===== src/rtl/expt_pkg.sv =====
package expt_pkg;
  localparam int N_EV      = 3;
  localparam int EV_SLOPE2 = 0;
  localparam int EV_SLOPE3 = 1;
  localparam int EV_XFER   = 2;
endpackage


===== src/rtl/expt_cfg_latch.sv =====
module expt_cfg_latch
  import expt_pkg::*;
#(
  parameter int CW = 12
) (
  input  logic                     clk,
  input  logic                     rst,
  input  logic                     load,
  input  logic [CW-1:0]            reset_len_i,
  input  logic [CW-1:0]            slope2_at_i,
  input  logic [CW-1:0]            slope3_at_i,
  input  logic [CW-1:0]            xfer_at_i,
  input  logic                     dual_en_i,
  input  logic                     triple_en_i,
  input  logic                     cal_every_line_i,
  output logic [CW-1:0]            len_l,
  output logic [N_EV-1:0][CW-1:0]  tgt_l,
  output logic [N_EV-1:0]          en_l,
  output logic                     mode_l
);
  localparam logic [CW-1:0] FLOOR = CW'(2);

  logic [N_EV-1:0][CW-1:0] raw_tgt;
  logic [N_EV-1:0]         raw_en;

  always_comb begin
    raw_tgt[EV_SLOPE2] = slope2_at_i;
    raw_tgt[EV_SLOPE3] = slope3_at_i;
    raw_tgt[EV_XFER]   = xfer_at_i;
    raw_en[EV_SLOPE2]  = dual_en_i;
    raw_en[EV_SLOPE3]  = triple_en_i;
    raw_en[EV_XFER]    = 1'b1;
  end

  always_ff @(posedge clk) begin
    if (rst) begin
      len_l  <= FLOOR;
      mode_l <= 1'b1;
    end else if (load) begin
      len_l  <= (reset_len_i < FLOOR) ? FLOOR : reset_len_i;
      mode_l <= cal_every_line_i;
    end
  end

  for (genvar g = 0; g < N_EV; g++) begin : g_ev_cfg
    always_ff @(posedge clk) begin
      if (rst) begin
        tgt_l[g] <= FLOOR;
        en_l[g]  <= 1'b0;
      end else if (load) begin
        tgt_l[g] <= (raw_tgt[g] < FLOOR) ? FLOOR : raw_tgt[g];
        en_l[g]  <= raw_en[g];
      end
    end
  end
endmodule


===== src/rtl/expt_line_counter.sv =====
module expt_line_counter #(
  parameter int CW = 12
) (
  input  logic          clk,
  input  logic          rst,
  input  logic          frame_start,
  input  logic          line_tick,
  output logic [CW-1:0] cnt,
  output logic          active,
  output logic          line_q,
  output logic          fs_q
);
  localparam logic [CW-1:0] CMAX = '1;
  localparam logic [CW-1:0] ONE  = CW'(1);

  always_ff @(posedge clk) begin
    if (rst) begin
      cnt    <= '0;
      active <= 1'b0;
      line_q <= 1'b0;
      fs_q   <= 1'b0;
    end else begin
      fs_q <= frame_start;
      if (frame_start) begin
        cnt    <= '0;
        active <= 1'b1;
        line_q <= 1'b0;
      end else if (line_tick && active) begin
        cnt    <= (cnt == CMAX) ? cnt : cnt + ONE;
        line_q <= 1'b1;
      end else begin
        line_q <= 1'b0;
      end
    end
  end
endmodule


===== src/rtl/expt_event_fire.sv =====
module expt_event_fire #(
  parameter int CW = 12
) (
  input  logic          clk,
  input  logic          rst,
  input  logic          en,
  input  logic [CW-1:0] target,
  input  logic [CW-1:0] cnt,
  input  logic          line_q,
  output logic          pulse_q
);
  localparam logic [CW-1:0] ONE = CW'(1);

  logic [CW-1:0] fire_at;
  assign fire_at = target - ONE;

  always_ff @(posedge clk) begin
    if (rst) pulse_q <= 1'b0;
    else     pulse_q <= en && line_q && (cnt == fire_at);
  end
endmodule


===== src/rtl/expt_line_timer.sv =====
module expt_line_timer
  import expt_pkg::*;
#(
  parameter int CW = 12
) (
  input  logic          clk,
  input  logic          rst,
  input  logic          frame_start,
  input  logic          line_tick,
  input  logic [CW-1:0] reset_len_i,
  input  logic [CW-1:0] slope2_at_i,
  input  logic [CW-1:0] slope3_at_i,
  input  logic [CW-1:0] xfer_at_i,
  input  logic          dual_en_i,
  input  logic          triple_en_i,
  input  logic          cal_every_line_i,
  output logic          pix_reset_o,
  output logic          slope2_o,
  output logic          slope3_o,
  output logic          xfer_o,
  output logic          cal_strobe_o
);
  localparam logic [CW-1:0] ONE = CW'(1);

  logic [CW-1:0]           len_l;
  logic [N_EV-1:0][CW-1:0] tgt_l;
  logic [N_EV-1:0]         en_l;
  logic                    mode_l;
  logic [CW-1:0]           cnt_w;
  logic                    act_w;
  logic                    line_w;
  logic                    fs_w;
  logic [N_EV-1:0]         pulse_w;
  logic                    reset_q;
  logic                    cal_q;

  expt_cfg_latch #(.CW(CW)) cfg_i (
    .clk(clk), .rst(rst), .load(frame_start),
    .reset_len_i(reset_len_i), .slope2_at_i(slope2_at_i),
    .slope3_at_i(slope3_at_i), .xfer_at_i(xfer_at_i),
    .dual_en_i(dual_en_i), .triple_en_i(triple_en_i),
    .cal_every_line_i(cal_every_line_i),
    .len_l(len_l), .tgt_l(tgt_l), .en_l(en_l), .mode_l(mode_l)
  );

  expt_line_counter #(.CW(CW)) cnt_i (
    .clk(clk), .rst(rst), .frame_start(frame_start), .line_tick(line_tick),
    .cnt(cnt_w), .active(act_w), .line_q(line_w), .fs_q(fs_w)
  );

  for (genvar g = 0; g < N_EV; g++) begin : g_ev
    expt_event_fire #(.CW(CW)) fire_i (
      .clk(clk), .rst(rst), .en(en_l[g]), .target(tgt_l[g]),
      .cnt(cnt_w), .line_q(line_w), .pulse_q(pulse_w[g])
    );
  end

  always_ff @(posedge clk) begin
    if (rst) begin
      reset_q <= 1'b0;
      cal_q   <= 1'b0;
    end else begin
      reset_q <= act_w && (cnt_w < (len_l - ONE));
      cal_q   <= fs_w || (mode_l && line_w);
    end
  end

  assign pix_reset_o  = reset_q;
  assign slope2_o     = pulse_w[EV_SLOPE2];
  assign slope3_o     = pulse_w[EV_SLOPE3];
  assign xfer_o       = pulse_w[EV_XFER];
  assign cal_strobe_o = cal_q;
endmodule


===== config.mk =====
export PLATFORM = sky130hd
export DESIGN_NAME = expt_line_timer
export DESIGN_NICKNAME = d
export VERILOG_FILES = /design/src/rtl/expt_pkg.sv /design/src/rtl/expt_cfg_latch.sv /design/src/rtl/expt_line_counter.sv /design/src/rtl/expt_event_fire.sv /design/src/rtl/expt_line_timer.sv
export SDC_FILE = /design/constraint.sdc
export NUM_CORES = 1
export LEC_CHECK = 0
export ABC_AREA = 1
export BUFFER_PORTS_ARGS = -buffer_cell sky130_fd_sc_hd__buf_4
export CORE_MARGIN = 8
export CORE_UTILIZATION = 45
export CTS_CLUSTER_SIZE = 16
export DETAILED_ROUTE_END_ITERATION = 8
export HOLD_SLACK_MARGIN = 0.12
export PLACE_DENSITY = 0.7
export SLEW_MARGIN = 20
export SYNTH_ARGS = -nofsm -noshare
export SYNTH_HDL_FRONTEND = slang
export SYNTH_SLANG_ARGS = --single-unit

===== constraint.sdc =====
create_clock -name clk -period 2.24 [get_ports clk]
set_clock_uncertainty 0.2 [all_clocks]
set_input_delay 0.112 -clock clk [delete_from_list [all_inputs] [get_ports clk]]
set_output_delay 0.112 -clock clk [all_outputs]
set_load 0.02 [all_outputs]

==> Implementation_results.wiki, run 1 <==
{| class="wikitable"
! Metric !! Value
|-
| Result of the run || complete, no violations
|-
| Endpoints failing hold || 0
|-
| Height of the chip || 115 µm
|-
| Worst r2r src || cfg_i.len_l[4]$_SDFFE_PP0P_
|-
| Worst hold stages || 2
|-
| Top flip-flop cell by instance count after synthesis || dfxtp_1
|-
| Number of setup violations in the final report || 0
|-
| Final Instance Area || 0.00604 mm²
|-
| Required time of the worst setup path || 2330 ps
|-
| Design Power || approximately 3.2 mW
|-
| Maximum vdd ir drop || about 0.35 mV
|-
| Vias/cell || 5.04
|-
| Delay contributed by the slowest stage of the critical path || between 300 and 400 ps
|-
| Worst Hold Endpoint || cfg_i.tgt_l[35]$_SDFFE_PP0P_
|-
| Netlist cell types || 34
|-
| Post-detailed-placement half-perimeter wirelength || 9.11 mm
|-
| Total clock sinks || 71
|-
| Share of synthesized area occupied by flip-flops and latches || roughly 32%
|-
| Nets || 867
|-
| Clock group share of total power || 37.5%
|-
| Critical Path Slowest Stage Cell || ha_1
|-
| Synth async-reset ratio || 0%
|-
| Capture instance of the worst register-to-register path || pix_reset_o$_SDFF_PP0_
|-
| Final-layout worst hold slack || 278 ps
|-
| Via count || 4707
|-
| Number of buffers created by CTS || 9
|-
| Clock edge transition at the registers on the reported setup and hold paths || 90 ps
|-
| Wire length reported by the detailed router || 13.4 mm
|-
| Minimum clock period || 2210 ps
|-
| Global-route wire length before repair || 21.8 mm
|-
| Worst Path Class, Setup || reg -> reg
|-
| Area of the multi-input gates || 0.00257 mm²
|-
| Number of buffer cells added on primary ports || slightly below 60
|-
| Sequence of cells on the critical path || nor2_2 > inv_2 > nor2_4 > nand2_2 > inv_2 > nand4_1 > xor2_1 > ha_1 > a21oi_2 > nand4_1 > a31oi_1 > o21a_1
|-
| Most area-hungry cell type in the Yosys netlist || dfxtp_1
|-
| Net count after synthesis || 729
|-
| R2R depth || 12
|-
| Final clock period utilization by the worst path || between 90% and 100%
|-
| Die Footprint || 0.0133 mm²
|-
| Combinational fraction of design power || 19.4%
|-
| Largest cells by area after synthesis || dfxtp_1 32%, nand2_1 13%, inv_1 8.6%
|-
| Most common library cells after synthesis || 150 x nand2_1, 102 x inv_1, 80 x nor2_1, 71 x dfxtp_1, 47 x nand3_1
|-
| Total power density per cell area || 530 mW/mm²
|-
| Seq. cell area || 0.00143 mm²
|-
| Post-Synthesis Cells || 658
|-
| Final global-route overflow total || 0
|-
| Gpl congestion || 0.901
|-
| Total placed instance area || 0.00504 mm²
|-
| Unrepaired setup endpoints after global routing || yes
|-
| Drt first-iter violations || 278
|-
| Placeable core region || 0.00968 mm²
|-
| Setup Slack @ Placement || -42.6 ps
|-
| Worst max-slew margin expressed relative to the limit || a little over two fifths
|-
| Mean area per synthesized cell || 6.74 µm²
|-
| Antenna violations before repair || 0
|-
| Horizontal die dimension || 115 µm
|-
| Net Sw Power || 0.906 mW
|-
| Maximum number of pins on one net before global-route repair || 32
|-
| Net switching fraction of the power || between 20 and 30%
|-
| Data arrival at the endpoint of the critical path || around 2300 ps
|-
| Drt drc || 0
|-
| Int Power || around 2.3 mW
|-
| Register-to-register setup slack || 30 ps
|-
| Layout-stage area growth over the synthesis result || 36.2%
|-
| Critical path peak fanout || 3
|-
| Number of storage elements in the synthesis netlist || 71
|-
| Max Cap Violations || 0
|-
| Number of top-level pins || 60
|-
| Count of antenna diodes in the layout || 0
|-
| Largest buffer count on any clock path || 2
|-
| Filler cell count in the final layout || 847
|-
| Overall track demand over capacity in global routing || 20.5%
|-
| Vias in the first global route || 4821
|-
| Least-Margin Pin Slew || approximately 860 ps
|-
| Top cell type's share of synthesized area || around 32%
|-
| Number of levels in the clock H-tree || 3
|-
| Clock tree from TritonCTS || yes
|-
| Yosys warns || 0
|-
| Cell Area, Synth || 0.00443 mm²
|-
| Number of synthesized flops with an enable pin || 0
|-
| Remaining antenna violation count || 0
|-
| Hold Crit Class || reg -> reg
|-
| Static leakage || 2.84 nW
|-
| CTS Root Buffer Type || clkbuf_8
|-
| Sequential power share || 43.1%
|-
| Maximum frequency from static timing analysis || 453 MHz
|-
| Worst Setup End Kind || flop
|-
| Most numerous cell in the Yosys netlist || nand2_1
|-
| Minimum setup slack in the final design || 30.4 ps
|-
| Average wire per standard cell || 14.4 µm
|-
| Clock latency on the worst-skew pair || 360 ps
|-
| Starting density of the core || 45.8%
|-
| Max-slew violation count || 0
|-
| Iteration count of the initial detailed-routing pass || 5
|-
| Share of post-route cells with drive strength above 1 || between 15 and 20%
|-
| Total number of placement rows || 36
|-
| Hold_sp || cfg_i.tgt_l[35]$_SDFFE_PP0P_
|-
| Startpoint type of the worst setup path || flop
|}
-- power groups by stage --
| stage | clock network [mW] | logic [mW] | registers (mW) |
|---|---|---|---|
| 2_1_floorplan | 0 | 0.326 | 1.39 |
| 3_3_place_gp | 0 | 0.472 | 1.40 |
| 3_5_place_dp | 0 | 0.490 | 1.40 |
| 4_1_cts | 1.21 | 0.584 | 1.37 |
| 5_1_grt | 1.26 | 0.693 | 1.39 |
| 6_report | 1.20 | 0.621 | 1.38 |
-- repair_timing --
| item | CTS | global route |
|---|---|---|
| endpoints found under the setup margin | 1 | 1 |
| endpoints found under the hold margin | 60 | 0 |
| resized for setup | 4 | 18 |
| hold buffers | 63 | 0 |
| pin swaps | 1 | 9 |
| setup buffers | 1 | 8 |
| cloned | 0 | 0 |
-- placed cells by master, fill, tap and decap left out, types with 2 or more instances in the layout --
cell type      instances
nand3b_1               3
o22ai_1               18
a22o_1                 5
bufinv_16              2
xnor2_1               14
buf_4                 84
dfxtp_1               67
clkbuf_8              10
nor3_4                 2
nand2_1              149
dfxtp_2                4
inv_2                  5
nand4_1                8
nand3_1               46
a21oi_2                8
inv_1                 97
nor4_1                 8
clkinvlp_4             2
ha_1                  15
nor2_1                77
o21ai_0               32
a31oi_1                4
nor2_4                 3
xor2_1                35
dlygate4sd3_1         63
nor3_1                12
a22oi_1                4
a21oi_1                6
nand2_2                7
-- per-layer routing --
metal	wire length [µm]	GRT usage, %	vias up
met5	0	0	-
met4	461	9.02	0
met3	824	4.94	45
met2	6460	36.6	165
met1	5680	22.6	2127
li1	-	-	2370
-- per-stage QoR --
| stage | instances | util (%) | setup TNS, ps |
|---|---|---|---|
| after floorplan | 658 | - | 0 |
| after global placement | 846 | 52.1 | 0 |
| after detailed placement | 846 | 52.1 | -42.6 |
| after CTS | 926 | 61.1 | 0 |
| after global routing | 934 | 62.3 | -30.1 |
| final | 934 | 62.3 | 0 |
-- logic make-up (layout without fill, tap and decap cells) --
kind of cell               count (synthesis)  count (layout)  synth area share (%)
and+or+nand+nor                          320             320                  31.4
xor gates and xnor gates                  49              49                  9.68
DFF                                       71              71                  32.1
AOI/OAI and AO/OA                         80              80                  11.0
buffers and inverters                    122             265                  11.3
adders and majority gates                 16              16                  4.52
-- flip-flops by register name, summed over array words and instances (netlist names) --
signal and flops:
cal_strobe_o 1, pix_reset_o 1, cfg_i.len_l 12, cnt_i.cnt 12, cfg_i.mode_l 1, cnt_i.line_q 1
g_ev.fire_i.pulse_q 3, cfg_i.tgt_l 36, cnt_i.fs_q 1, cfg_i.en_l 3
-- critical path: cells and delay by family (launching register included) --
kind	cells	cell delay (ps)
and+or+nand+nor	5	500
AOI/OAI and AO/OA	3	460
adders and majority gates	1	350
DFF	1	330
xor gates and xnor gates	1	160
buffers and inverters	2	140
-- area by class of cell --
cell class                      count  area share (%)
Multi-Input combinational cell    465            42.6
Clock buffer                       10            2.28
Tap cell                          133            2.76
Timing Repair Buffer              147            20.9
Sequential cell                    71            23.6
Inverter                          102            6.34
Clock inverter                      6            1.53
-- how the worst max path moves through the flow --
stage,to,slack (ps),cells after the start,startpoint
2_1_floorplan,pix_reset_o$_SDFF_PP0_,140,10,cfg_i.len_l[0]$_SDFFE_PP0P_
3_3_place_gp,pix_reset_o$_SDFF_PP0_,120,11,cfg_i.len_l[0]$_SDFFE_PP0P_
3_5_place_dp,pix_reset_o$_SDFF_PP0_,-40,11,cfg_i.len_l[1]$_SDFFE_PP1P_
4_1_cts,pix_reset_o$_SDFF_PP0_,10,12,cfg_i.len_l[4]$_SDFFE_PP0P_
5_1_grt,pix_reset_o$_SDFF_PP0_,-30,12,cfg_i.len_l[4]$_SDFFE_PP0P_
6_report,pix_reset_o$_SDFF_PP0_,30,12,cfg_i.len_l[4]$_SDFFE_PP0P_
No activity file was read; power rests on OpenSTA's default activity.
==> run 2, diff against run 1 <==
--- a/config.mk
+++ b/config.mk
@@ -5,14 +5,13 @@
 export SDC_FILE = /design/constraint.sdc
 export NUM_CORES = 1
 export LEC_CHECK = 0
-export ABC_AREA = 1
 export BUFFER_PORTS_ARGS = -buffer_cell sky130_fd_sc_hd__buf_4
 export CORE_MARGIN = 8
 export CORE_UTILIZATION = 45
 export CTS_CLUSTER_SIZE = 16
 export DETAILED_ROUTE_END_ITERATION = 8
 export HOLD_SLACK_MARGIN = 0.12
-export PLACE_DENSITY = 0.7
+export PLACE_DENSITY = 0.71
 export SLEW_MARGIN = 20
 export SYNTH_ARGS = -nofsm -noshare
 export SYNTH_HDL_FRONTEND = slang
==> run 2 against run 1 <==
Effect of this change: the flow now finishes with violations (negative setup slack); largest power group unchanged; via count fell by 11%; die area fell by 5.2%; critical path type unchanged; power rose by 0.81%; utilization rose by 5.1 points; sequential cell count did not move; clock power barely moved; design area rose by 1.8%; critical path depth fell by 2; non-clock buffer count rose by 38; clock-buffer cell count rose by 1; combinational power rose by 7.1%; sequential share of layout area fell by 0.47 points.
==> Implementation_results.wiki, run 2 <==
{| class="wikitable"
! Metric !! Value
|-
| Most common library cells after synthesis || 77 x nor2_1, 71 x dfxtp_1, 47 x mux2i_1, 33 x xor2_1, 30 x xnor2_1
|-
| Buffer and inverter count on the worst path || 0
|-
| Minimum setup slack in the final design || -134 ps
|-
| Worst r2r src || cfg_i.len_l[8]$_SDFFE_PP0P_
|-
| Number of logic stages on the critical path including buffering || 10
|-
| Gpl congestion || 0.836
|-
| Cell Area, Synth || 0.00416 mm²
|-
| Maximum vdd ir drop || between 0.3 and 0.4 mV
|-
| Least-Margin Pin Slew || 487 ps
|-
| Critical path peak fanout || 3
|-
| Remaining antenna violation count || 0
|-
| Worst Path Class, Setup || reg -> reg
|-
| Share of post-route cells with drive strength above 1 || a little under a fifth
|-
| Clock tree from TritonCTS || yes
|-
| Nets || 729
|-
| Netlist cell types || 45
|-
| CTS Root Buffer Type || clkbuf_8
|-
| Synth async-reset ratio || 0%
|-
| Count of antenna diodes in the layout || 0
|-
| Unrepaired setup endpoints after global routing || yes
|-
| Largest buffer count on any clock path || 2
|-
| Endpoints failing hold || 0
|-
| Total clock sinks || 71
|-
| Required time of the worst setup path || 2340 ps
|-
| Most frequent standard cell in the layout excluding fill and tap cells || dlygate4sd3_1
|-
| Clock latency on the worst-skew pair || 350 ps
|-
| Placed cell count || between 600 and 700
|-
| Delay contributed by the slowest stage of the critical path || 580 ps
|-
| Horizontal die dimension || around 110 µm
|-
| Drt drc || 0
|-
| Final cell count without fillers || 774
|-
| R2R depth || 10
|-
| Number of levels in the clock H-tree || 3
|-
| Register-to-register setup slack || -130 ps
|-
| Max-slew violation count || 0
|-
| Final-layout worst hold slack || 193 ps
|-
| Number of storage elements in the synthesis netlist || between 70 and 80
|-
| Maximum frequency from static timing analysis || 421 MHz
|-
| Largest registers ranked by flip-flop count || cfg_i.tgt_l (36), cfg_i.len_l (12), cnt_i.cnt (12)
|-
| Setup Slack @ Placement || -197 ps
|-
| Number of buffer cells added on primary ports || 59
|-
| Vias in the first global route || 4585
|-
| Placeable core region || 0.00911 mm²
|-
| Flip-flop count of the largest register after layout || 36
|-
| Top flip-flop cell by instance count after synthesis || dfxtp_1
|-
| Number of setup violations in the final report || 1
|-
| Worst setup path startpoint || cfg_i.len_l[8]$_SDFFE_PP0P_
|-
| Register containing the most flip-flops in the final layout || cfg_i.tgt_l
|-
| Startpoint type of the worst setup path || flop
|-
| Total number of placement rows || 35
|-
| Minimum clock period || around 2400 ps
|-
| Starting density of the core || 45.7%
|-
| Global-route wire length before repair || ~21 mm
|-
| Number of synthesized flops with an enable pin || 0
|-
| Design Power || around 3.2 mW
|-
| Post-detailed-placement half-perimeter wirelength || 7.92 mm
|-
| Max Cap Violations || 0
|-
| Clock edge transition at the registers on the reported setup and hold paths || approximately 80 ps
|-
| Yosys warns || 0
|-
| Layout-stage area growth over the synthesis result || 47.5%
|-
| Worst Setup End Kind || flop
|-
| Worst max-slew margin expressed relative to the limit || between 60% and 70%
|-
| Final global-route overflow total || 0
|-
| Static leakage || 2.67 nW
|-
| Final Instance Area || 0.00614 mm²
|-
| Number of top-level pins || 60
|-
| Most area-hungry cell type in the Yosys netlist || dfxtp_1
|-
| Capture point of the critical path || pix_reset_o$_SDFF_PP0_
|-
| Antenna violations before repair || 0
|-
| Largest cells by area after synthesis || dfxtp_1 34%, mux2i_1 11%, nor2_1 6.9%
|-
| Cell family contributing the most delay on the critical path || simple AND/OR/NAND/NOR gates
|-
| Total power density per cell area || roughly 520 mW/mm²
|-
| Final clock period utilization by the worst path || 106%
|-
| Average wire per standard cell || 15.9 µm
|-
| Total placed instance area || 0.00486 mm²
|-
| Hold Crit Class || in -> reg
|-
| Highest-count cells in the layout ignoring fill and taps || 98 x dlygate4sd3_1, 87 x buf_4, 76 x nor2_1, 70 x dfxtp_1, 47 x mux2i_1
|-
| Maximum number of pins on one net before global-route repair || 28
|-
| Capture instance of the worst register-to-register path || pix_reset_o$_SDFF_PP0_
|-
| Drt first-iter violations || 211
|-
| Number of buffers created by CTS || 9
|-
| Result of the run || finished with violations
|-
| Die Footprint || 0.0126 mm²
|-
| Violated checks || negative setup slack
|-
| Iteration count of the initial detailed-routing pass || 4
|-
| Sequence of cells on the critical path || or4_4 > nor2_4 > xnor2_2 > ha_1 > a21oi_2 > nor2b_1 > o21ai_1 > and3_1 > o211ai_1 > nand2_1
|-
| Total Neg Setup Slack || -134 ps
|-
| Most numerous cell in the Yosys netlist || nor2_1
|-
| Net count after synthesis || 560
|-
| Via count || 4205
|-
| Post-Synthesis Cells || 489
|-
| Height of the chip || 112 µm
|-
| Wire length reported by the detailed router || 12.3 mm
|-
| Buffer count from post-CTS setup fixing || 0
|-
| Data arrival at the endpoint of the critical path || 2480 ps
|-
| Top cell type's share of synthesized area || between 30% and 40%
|-
| Critical Path Slowest Stage Cell || or4_4
|-
| Mean area per synthesized cell || 8.52 µm²
|-
| Vias/cell || 5.43
|-
| Share of synthesized area occupied by flip-flops and latches || 34.1%
|-
| Utilization after layout || roughly 67%
|-
| Overall track demand over capacity in global routing || 20.1%
|}
==> run 2: changes by cell type after synthesis, sizes merged, moves of 17 or more <==
cell | before | now
inv | 102 | 14
mux2i | 0 | 47
nand2 | 157 | 24
nand3 | 47 | 10
o22ai | 18 | 1
==> run 2: worst min-delay path by stage <==
stage | from | to | slack (ps) | cells after the start
2_1_floorplan | cal_every_line_i | cfg_i.mode_l$_SDFFE_PP1P_ | 30 | 1
5_1_grt | frame_start | cnt_i.fs_q$_SDFF_PP0_ | 210 | 3
3_5_place_dp | cal_every_line_i | cfg_i.mode_l$_SDFFE_PP1P_ | 120 | 2
3_3_place_gp | cal_every_line_i | cfg_i.mode_l$_SDFFE_PP1P_ | 120 | 2
6_report | frame_start | cnt_i.fs_q$_SDFF_PP0_ | 190 | 3
4_1_cts | frame_start | cfg_i.en_l[2]$_SDFFE_PP0P_ | 270 | 4
==> run 2: worst min-delay path: cells and delay by family <==
kind	cells	cell delay, ps
and+or+nand+nor	1	260
buffers and inverters	2	300
==> run 2: area by class of cell <==
class                      instances  area [µm²]
fill                             703        2970
multi-input combinational        377        2670
timing repair buffer             185        1630
sequential                        71        1420
clock buffer                      11         141
tap                              111         139
clock inverter                     5        81.3
inverter                          14        52.6
==> run 2: timing repair <==
action                                  CTS  global route
hold endpoints to repair                 54             0
endpoints found under the setup margin    1             5
pin swaps                                 1             8
hold buffers                             98             0
gates resized for setup                   4            17
==> run 2: cells by family after synthesis <==
family / share of synthesized area [%]
AOI/OAI and AO/OA: 9.13
adders and majority gates: 4.81
DFF: 34.1
xor gates and xnor gates: 13.3
muxes: 11.6
buffers and inverters: 3.91
and+or+nand+nor: 23.2
==> run 2: power breakdown <==
group	internal, mW	leakage, nW	switching [mW]
sequential	1.32	0.584	0.0668
combinational	0.384	1.98	0.281
clock	0.658	0.110	0.512
==> run 2: layer usage <==
metal	vias to the layer above	share of wire, %	global-route usage, %
li1	2057	-	-
met1	2004	40	21.7
met2	110	53	37.3
met4	0	2.8	9.08
met3	34	4.4	3.86
met5	-	0	0
